`src/rtl/sine_ref_gen.sv`:
```
module sine_ref_gen #(
  parameter int W = 12,
  parameter int AW = 10,
  parameter int DW = 16,
  parameter int CW = 8,
  parameter bit THREE_PHASE = 1'b1
) (
  input  logic                 clk,
  input  logic                 rst_n,
  input  logic [DW-1:0]        tick_div,
  input  logic [AW-1:0]        amp,
  input  logic                 grid_ref,
  input  logic signed [CW-1:0] phase_cmd,
  output logic signed [W-1:0]  ref_a,
  output logic signed [W-1:0]  ref_b,
  output logic signed [W-1:0]  ref_c,
  output logic                 ref_valid,
  output logic                 pos_half
);
  localparam int N = 60;
  localparam int HALF = N / 2;
  localparam int IW = $clog2(N);
  localparam int SH = AW + 16 - W;
  localparam int PW = AW + 17;

  function automatic logic signed [15:0] sine_at(input int k);
    int r, q;
    logic signed [15:0] v;
    r = (k >= HALF) ? k - HALF : k;
    q = (r > 15) ? HALF - r : r;
    case (q)
      0: v = 16'sd0;       1: v = 16'sd3425;    2: v = 16'sd6813;    3: v = 16'sd10126;
      4: v = 16'sd13328;   5: v = 16'sd16384;   6: v = 16'sd19260;   7: v = 16'sd21925;
      8: v = 16'sd24351;   9: v = 16'sd26509;   10: v = 16'sd28377;  11: v = 16'sd29934;
      12: v = 16'sd31163;  13: v = 16'sd32051;  14: v = 16'sd32587;  default: v = 16'sd32767;
    endcase
    return (k >= HALF) ? -v : v;
  endfunction

  function automatic logic signed [W-1:0] scale(input logic signed [15:0] s, input logic [AW-1:0] g);
    logic signed [PW-1:0] p;
    p = PW'(s) * PW'($signed({1'b0, g}));
    p = p + (PW'(1) <<< (SH - 1));
    return W'(p >>> SH);
  endfunction

  logic [DW-1:0] cnt;
  logic [IW-1:0] idx, nidx, load;
  logic grid_q;
  logic signed [W-1:0] a_n, b_n, c_n;
  logic signed [W+1:0] neg_sum;

  wire rise = grid_ref & ~grid_q;
  wire tick = cnt >= tick_div;

  always_comb begin
    int ci, ki;
    ci = int'(phase_cmd);
    if (ci > HALF) ci = HALF;
    if (ci < -HALF) ci = -HALF;
    load = IW'((ci > 0) ? N - ci : -ci);
    nidx = rise ? load : ((idx == IW'(N - 1)) ? '0 : idx + 1'b1);
    ki = int'(nidx);
    a_n = scale(sine_at(ki), amp);
    b_n = scale(sine_at((ki >= 20) ? ki - 20 : ki + 40), amp);
    neg_sum = -((W+2)'(a_n) + (W+2)'(b_n));
    if (neg_sum > (W+2)'(2**(W-1) - 1)) c_n = {1'b0, {(W-1){1'b1}}};
    else if (neg_sum < -(W+2)'(2**(W-1))) c_n = {1'b1, {(W-1){1'b0}}};
    else c_n = W'(neg_sum);
  end

  always_ff @(posedge clk) begin
    if (!rst_n) begin
      cnt <= '0;
      idx <= '0;
      grid_q <= 1'b0;
      ref_valid <= 1'b0;
      ref_a <= '0;
      ref_b <= '0;
      ref_c <= '0;
    end else begin
      grid_q <= grid_ref;
      ref_valid <= rise | tick;
      if (rise | tick) begin
        cnt <= '0;
        idx <= nidx;
        ref_a <= a_n;
        ref_b <= THREE_PHASE ? b_n : '0;
        ref_c <= THREE_PHASE ? c_n : '0;
      end else begin
        cnt <= cnt + 1'b1;
      end
    end
  end

  assign pos_half = idx < IW'(HALF);

  assert_idx_range_R3: assert property (@(posedge clk) disable iff (!rst_n) idx < IW'(N));

  assert_step_wrap_R3: assert property (@(posedge clk) disable iff (!rst_n)
    (ref_valid && !$past(rise)) |-> (idx == (($past(idx) == IW'(N - 1)) ? '0 : $past(idx) + 1'b1)));

  assert_resync_load_R5: assert property (@(posedge clk) disable iff (!rst_n)
    $past(rise) |-> (ref_valid && idx == $past(load)));

  assert_no_early_strobe_R2: assert property (@(posedge clk) disable iff (!rst_n)
    (!$past(rise) && $past(cnt < tick_div)) |-> !ref_valid);

  assert_polarity_sign_R7: assert property (@(posedge clk) disable iff (!rst_n)
    pos_half ? !ref_a[W-1] : (ref_a <= 0));

  assert_phase_sum_R8: assert property (@(posedge clk) disable iff (!rst_n)
    THREE_PHASE |-> ((W+2)'(ref_a) + (W+2)'(ref_b) + (W+2)'(ref_c) == '0));
endmodule

```
`config.mk`:
```
export PLATFORM = sky130hd
export DESIGN_NAME = sine_ref_gen
export DESIGN_NICKNAME = d
export VERILOG_FILES = /design/src/rtl/sine_ref_gen.sv
export SDC_FILE = /design/constraint.sdc
export NUM_CORES = 1
export LEC_CHECK = 0
export BUFFER_PORTS_ARGS = -buffer_cell sky130_fd_sc_hd__buf_2
export CELL_PAD_IN_SITES_DETAIL_PLACEMENT = 2
export CELL_PAD_IN_SITES_GLOBAL_PLACEMENT = 2
export CORE_MARGIN = 4
export CORE_UTILIZATION = 35
export CTS_BUF_LIST = sky130_fd_sc_hd__clkbuf_4
export DETAILED_ROUTE_END_ITERATION = 10
export GPL_TIMING_DRIVEN = 1
export PLACE_DENSITY_LB_ADDON = 0.1
export SLEW_MARGIN = 20
export SYNTH_ARGS = -nofsm -noshare
export SYNTH_HDL_FRONTEND = slang
export SYNTH_SLANG_ARGS = --single-unit
export TNS_END_PERCENT = 5
```
`constraint.sdc`:
```
create_clock -name clk -period 19.4 [get_ports clk]
set_input_delay 3.88 -clock clk [delete_from_list [all_inputs] [get_ports clk]]
set_output_delay 3.88 -clock clk [all_outputs]
set_load 0.005 [all_outputs]
```
---- Word-level counts from Yosys, hierarchy flattened ----
Memories as Yosys holds them, arrays and structs flattened.
Cells that the tools add are included.
cells by class
  multiply operators ...................... 2
  mux-type cells .......................... 16
  add/sub/neg operators ................... 16
  magnitude comparators ................... 12
  equality and inequality tests ........... 1
  reductions and logical operators ........ 3
  bitwise gates (word level) .............. 4
operator list
  cell                                                                 number
  two-way mux 32 bit                                                   7
  greater-than comparator 32 x 5 -> 1 bit (second input constant)      2
  two-way mux 16 bit                                                   4
  subtractor 6 x 32 -> 32 bit (first input constant)                   2
  zero test 28 bit                                                     2
  adder 26 x 15 -> 26 bit (second input constant)                      2
  multiplier 16 x 11 -> 26 bit                                         2
  greater-or-equal comparator 32 x 6 -> 1 bit (second input constant)  1
  greater-than comparator 32 x 1 -> 1 bit (second input constant)      1
  < comparator 32 x 6 -> 1 bit (second input constant)                 1
  negator 16 bit                                                       2
  subtractor 32 x 6 -> 32 bit (second input constant)                  1
  two-way mux 12 bit                                                   2
  two-way mux 6 bit                                                    3
  adder 16 x 1 -> 16 bit (second input constant)                       1
  greater-or-equal comparator 16 bit                                   1
  greater-than comparator 14 x 12 -> 1 bit (second input constant)     1
  < comparator 14 x 12 -> 1 bit (second input constant)                1
  negator 13 -> 14 bit                                                 1
  subtractor 6 x 5 -> 7 bit (second input constant)                    2
  adder 12 x 12 -> 13 bit                                              1
  greater-or-equal comparator 6 x 5 -> 1 bit (second input constant)   2
  greater-than comparator 8 x 6 -> 1 bit (second input constant)       1
  adder 6 x 6 -> 7 bit (second input constant)                         1
  other kinds (9)                                                      10
storage, ports and cells
  memories kept ........................... 2
  memory bits (read-only) ................. 480
  input bits .............................. 37
  register bits after elaboration ......... 60
memory list
  memory           words  width  rd ports  clocked after memory_dff  write ports  line  source
  (no name shown)  16     15     1         0                         0            31    case (q)
  (no name shown)  16     15     1         0                         0            31

---- Depth between registers and ports, before layout ----
  depth in word-level cells ............... 24
  mapped depth ............................ 86
  mapped depth without buffers ............ 80

---- Worst setup path before layout ----
Ideal clock, no wire load.
  path type ............................... input to register
  start ................................... in phase_cmd[2]
  end ..................................... reg ref_c[10]
  stages .................................. 80
  data arrival time ....................... 20.182 ns
  path slack .............................. -0.904 ns
  library setup time ...................... 0.122 ns
  buffers on the path ..................... 8
  cell sequence ........................... buf_2 > nor4_1 > a2bb2oi_1 > ha_1 > or3b_1 > o31a_1 > a2111oi_2 > a211o_2 > inv_2 > ha_1 > inv_1 > ha_1 > clkbuf_1 > nor3_1 > o32a_1 > a211o_4 > inv_2 > buf_4 > [... 44 more ...] > xnor2_1 > ha_1 > ha_1 > a21oi_1 > o21ai_0 > a21oi_1 > o21bai_1 > a21oi_1 > o21bai_1 > a21oi_1 > o21bai_1 > a21oi_1 > nor2_1 > o31ai_1 > o21ai_0 > and3_1 > clkbuf_1 > a221o_1
on the way
  cells in the longest elaborated chain, start to end .. 24
  elaborated cells on any way between the ends .. 45
  classes of those cells .................. add/sub: 14; mul: 2; order compare: 10; mux: 15; reduce/logical: 2; memory: 2
ends and longest elaborated chain
  element                                                          line  source
  start: declaration                                               13    input logic signed [CW-1:0] phase_cmd,
  greater-than comparator 8 x 6 -> 1 bit                           59    if (ci > HALF) ci = HALF;
  two-way mux 32 bit *                                             59
  < comparator 32 x 6 -> 1 bit                                     60    if (ci < -HALF) ci = -HALF;
  two-way mux 32 bit *                                             60
  greater-than comparator 32 x 1 -> 1 bit (tied with other cells)  61    load = IW'((ci > 0) ? N - ci : -ci);
  two-way mux 6 bit *                                              61
  two-way mux 6 bit *                                              62    nidx = rise ? load : ((idx == IW'(N - 1)) ? '0 : idx + 1'b1);
  named net nidx[3]                                                48    logic [IW-1:0] idx, nidx, load;
  [... 9 more ...]                                                 --
  two-way mux 16 bit                                               37    return (k >= HALF) ? -v : v;
  multiplier 16 x 11 -> 26 bit                                     42    p = PW'(s) * PW'($signed({1'b0, g}));
  adder 26 x 15 -> 26 bit                                          43    p = p + (PW'(1) <<< (SH - 1));
  adder 12 x 12 -> 13 bit *                                        66    neg_sum = -((W+2)'(a_n) + (W+2)'(b_n));
  negator 13 -> 14 bit *                                           66
  < comparator 14 x 12 -> 1 bit                                    68    else if (neg_sum < -(W+2)'(2**(W-1))) c_n = {1'b1, {(W-1){1'b0}}};
  two-way mux 12 bit                                               68
  two-way mux 12 bit *                                             67    if (neg_sum > (W+2)'(2**(W-1) - 1)) c_n = {1'b0, {(W-1){1'b1}}};
  end signal: assignment                                           89    ref_c <= THREE_PHASE ? c_n : '0;
  end: declaration                                                 16    output logic signed [W-1:0] ref_c,
Mark *: on every way through the listed nets, which the timed path passes. The rest lies on a longest branch.
A chain may end at the register's enable or synchronous reset.

---- Worst setup path after layout ----
  start ................................... in phase_cmd[5]
  end ..................................... reg ref_c[1]
on the way
  cells in the longest elaborated chain, start to end .. 24
  elaborated cells on any way between the ends .. 45
  classes of those cells .................. add/sub: 14; mul: 2; order compare: 10; mux: 15; reduce/logical: 2; memory: 2
ends and longest elaborated chain
  element                                                          line  source
  greater-than comparator 8 x 6 -> 1 bit                           59
  two-way mux 32 bit *                                             59
  < comparator 32 x 6 -> 1 bit                                     60
  two-way mux 32 bit *                                             60
  greater-than comparator 32 x 1 -> 1 bit (tied with other cells)  61
  two-way mux 6 bit *                                              61
  two-way mux 6 bit *                                              62
  named net nidx[3]                                                48
  [... 10 more ...]                                                --
  multiplier 16 x 11 -> 26 bit *                                   42
  adder 26 x 15 -> 26 bit *                                        43
  named net b_n[1]                                                 50    logic signed [W-1:0] a_n, b_n, c_n;
  adder 12 x 12 -> 13 bit *                                        66
  negator 13 -> 14 bit *                                           66
  < comparator 14 x 12 -> 1 bit                                    68
  two-way mux 12 bit                                               68
  two-way mux 12 bit *                                             67
Marked as above.

==> results.md <==
* Overflow after GRT at 0
* CTS tree: yes
* Port Buf Inserts at 74
* Final Wtd Congestion at between 0.8 and 0.9
* Status: completed
* Final WL at 70.65 mm
* Cell variety after synth at approximately 100
* Routed via count at 18280
* EDFF count, synth at 0
* Register area share after synthesis at 5.877%
* Ys async rst share at 0%
* Max Cap Violations at 0
* Mean Syn Cell Area at 8.294 um2
* Clk Latency, worst-skew pair at between 0.4 and 0.5 ns
* Initial antenna violation count at 0
* Crit Path Max Fanout at 6
* Row count at 88
* Synth warnings at 0
* Finished Cell Area at 23320 um2
* Full die area at 62320 um2
* Commonest non-fill, non-tap cell in the layout: inv_1
* Syn Inst Count at 2464
* CTS Hold Bufs at 0
* Clock skew at 0.01285 ns
* Largest net degree at the start of global routing at 44
* Slew margin rel. at 37.90%
* DRC at 0
* Peak Freq at 0.05269 GHz
* CP Capture Type: flip-flop
* Kind of critical path: in2reg
* Arrival @ worst endpoint at 19.30 ns
* Final Max Tran Viols at 0
* CTS sink cnt at 60
* Die Ht at 249.6 um
* WP data required at 19.72 ns
* Largest stage delay on the critical path at 0.55 ns
* Area leader, netlist: fa_1
* Mapped cell area at 20440 um2
* Vias per Instance at 5.404
* Fill count at 6575
* CP most frequent cell: inv_1
* Routed Antenna Nets at 0
* CP Launch Type: input port
* H-tree depth at 3
* Syn nets at 3010
* Ranking of synthesized cells by area: fa_1, ha_1, inv_1
* Proportion of layout cells with a drive suffix above 1 at 15.90%
* Pre-antenna DRT Iters at 5
* TritonCTS buffer count at 9
* Total GRT Usage at 22.04%
* Setup tns final at 0 ns
* Synth Flop Type: dfxtp_1
* Placed cell count at 3348
* Clock Path Buffers at 2
* Hold Vio Cnt, Final at 0
* Vias in the first global route at just over 20000
* Most frequent cells in the layout: inv_1, fa_1, nand2_1
* Initial Util at 35.35%
* Yosys reg bits at 60
* Fin crit period at approximately 19 ns
* CTS root buf: clkbuf_4
* Top Ports at 75
* First-pass GRT wire length at 112.1 mm
* Placed inst area at about 23000 um2
* Width of the die at 249.6 um
* Core Box Area at 57810 um2
* HP Class: reg2reg
* Worst-Margin Slew at 0.9315 ns
* Area Growth Syn to Fin at 14.10%
* Period utilisation layout at between 90% and 100%
* Area share of the largest cell type after synthesis at 27.72%
* Final setup fails at 0
* Clk slew on worst S/H paths at around 0.11 ns
* WL/cell at 20.89 um
* CP max-delay cell: fa_1
* Hpwl dp at 57.58 mm
* DRT iter0 DRCs at 769
* Final Non-Filler Cells at 3382
* Fin nets at ~3200
## routing by layer
metal | track usage, % | routed length (um)
met1 | 29.28 | 31860
met2 | 40.67 | 36510
met3 | 1.292 | 1397
met4 | 2.694 | 877
met5 | 0 | 0
## final cells by class
class / count / area [um2] / share of cell area, %
antenna: 1 / 2.502 / 0.01073
clock buffer: 9 / 67.56 / 0.2897
clock inverter: 7 / 66.31 / 0.2844
inverter: 446 / 1682 / 7.211
multi-input combinational: 1844 / 17640 / 75.65
sequential: 60 / 1201 / 5.151
tap: 765 / 957.2 / 4.105
timing repair buffer: 250 / 1703 / 7.303
## stage by stage
step           utilization (%)  hold WS (ns)  setup WS (ns)
2_1_floorplan                -        0.4635        0.02884
3_3_place_gp             39.12        0.4615        0.02548
3_5_place_dp             39.12        0.4704        -0.8636
4_1_cts                  39.43        0.4966        0.01347
5_1_grt                  40.34        0.5194        -0.3122
6_report                 40.34        0.4917         0.4213
## synthesized netlist by cell type, types with 40 or more instances
master and instances:
inv_1 440, fa_1 283, nand2_1 228, ha_1 226, and2_1 172, nor2_1 109, clkbuf_1 85, dfxtp_1 60
mux2i_1 60, xnor2_1 56, a21oi_1 55, nand3_1 51, o21ai_0 47, a21o_1 40
## timing repair
action                     CTS  global route
setup buffers                2            13
setup endpoints to repair   11            12
pin swaps                    3            51
gates cloned                 0             2
gates resized for setup      7            84
## critical path, delay by kind of cell
kind                     cells  cell delay (ns)
AND/OR/NAND/NOR             14             3.28
buffers and inverters       17             1.68
AO/OA/AOI/OAI               27             5.06
multiplexers                 1             0.27
adder cells (fa/ha/maj)     16             4.94
XOR/XNOR                     1             0.15
## cell families after synthesis
group | after synthesis | share of synthesized area, %
adders and majority gates | 509 | 41.56
buffers and inverters | 562 | 10.62
and+or+nand+nor | 760 | 18.96
AOI/OAI and AO/OA | 408 | 15.23
DFF | 60 | 5.877
xor gates and xnor gates | 94 | 4.139
muxes | 71 | 3.624
## path summary, 6_finish.rpt
path,to,cells past startpoint,from,slack (ns)
worst max-delay path,ref_c[1]$_SDFFE_PN0P_,76,phase_cmd[5],0.42
worst min-delay path,ref_b[9]$_SDFFE_PN0P_,2,ref_b[9]$_SDFFE_PN0P_,0.49
worst max register to register,ref_c[1]$_SDFFE_PN0P_,74,idx[0]$_SDFFE_PN0P_,4.27
worst min register to register,ref_b[9]$_SDFFE_PN0P_,2,ref_b[9]$_SDFFE_PN0P_,0.49
## sequential cells by signal, indices dropped and copies added, names as in the netlist
| register | count |
|---|---|
| grid_q | 1 |
| ref_valid | 1 |
| ref_c | 12 |
| ref_a | 12 |
| ref_b | 12 |
| cnt | 16 |
| idx | 6 |
Power is left out: the tool's default activity adds up to more than one toggle a clock period on the data nets, which glitch-free logic cannot reach.
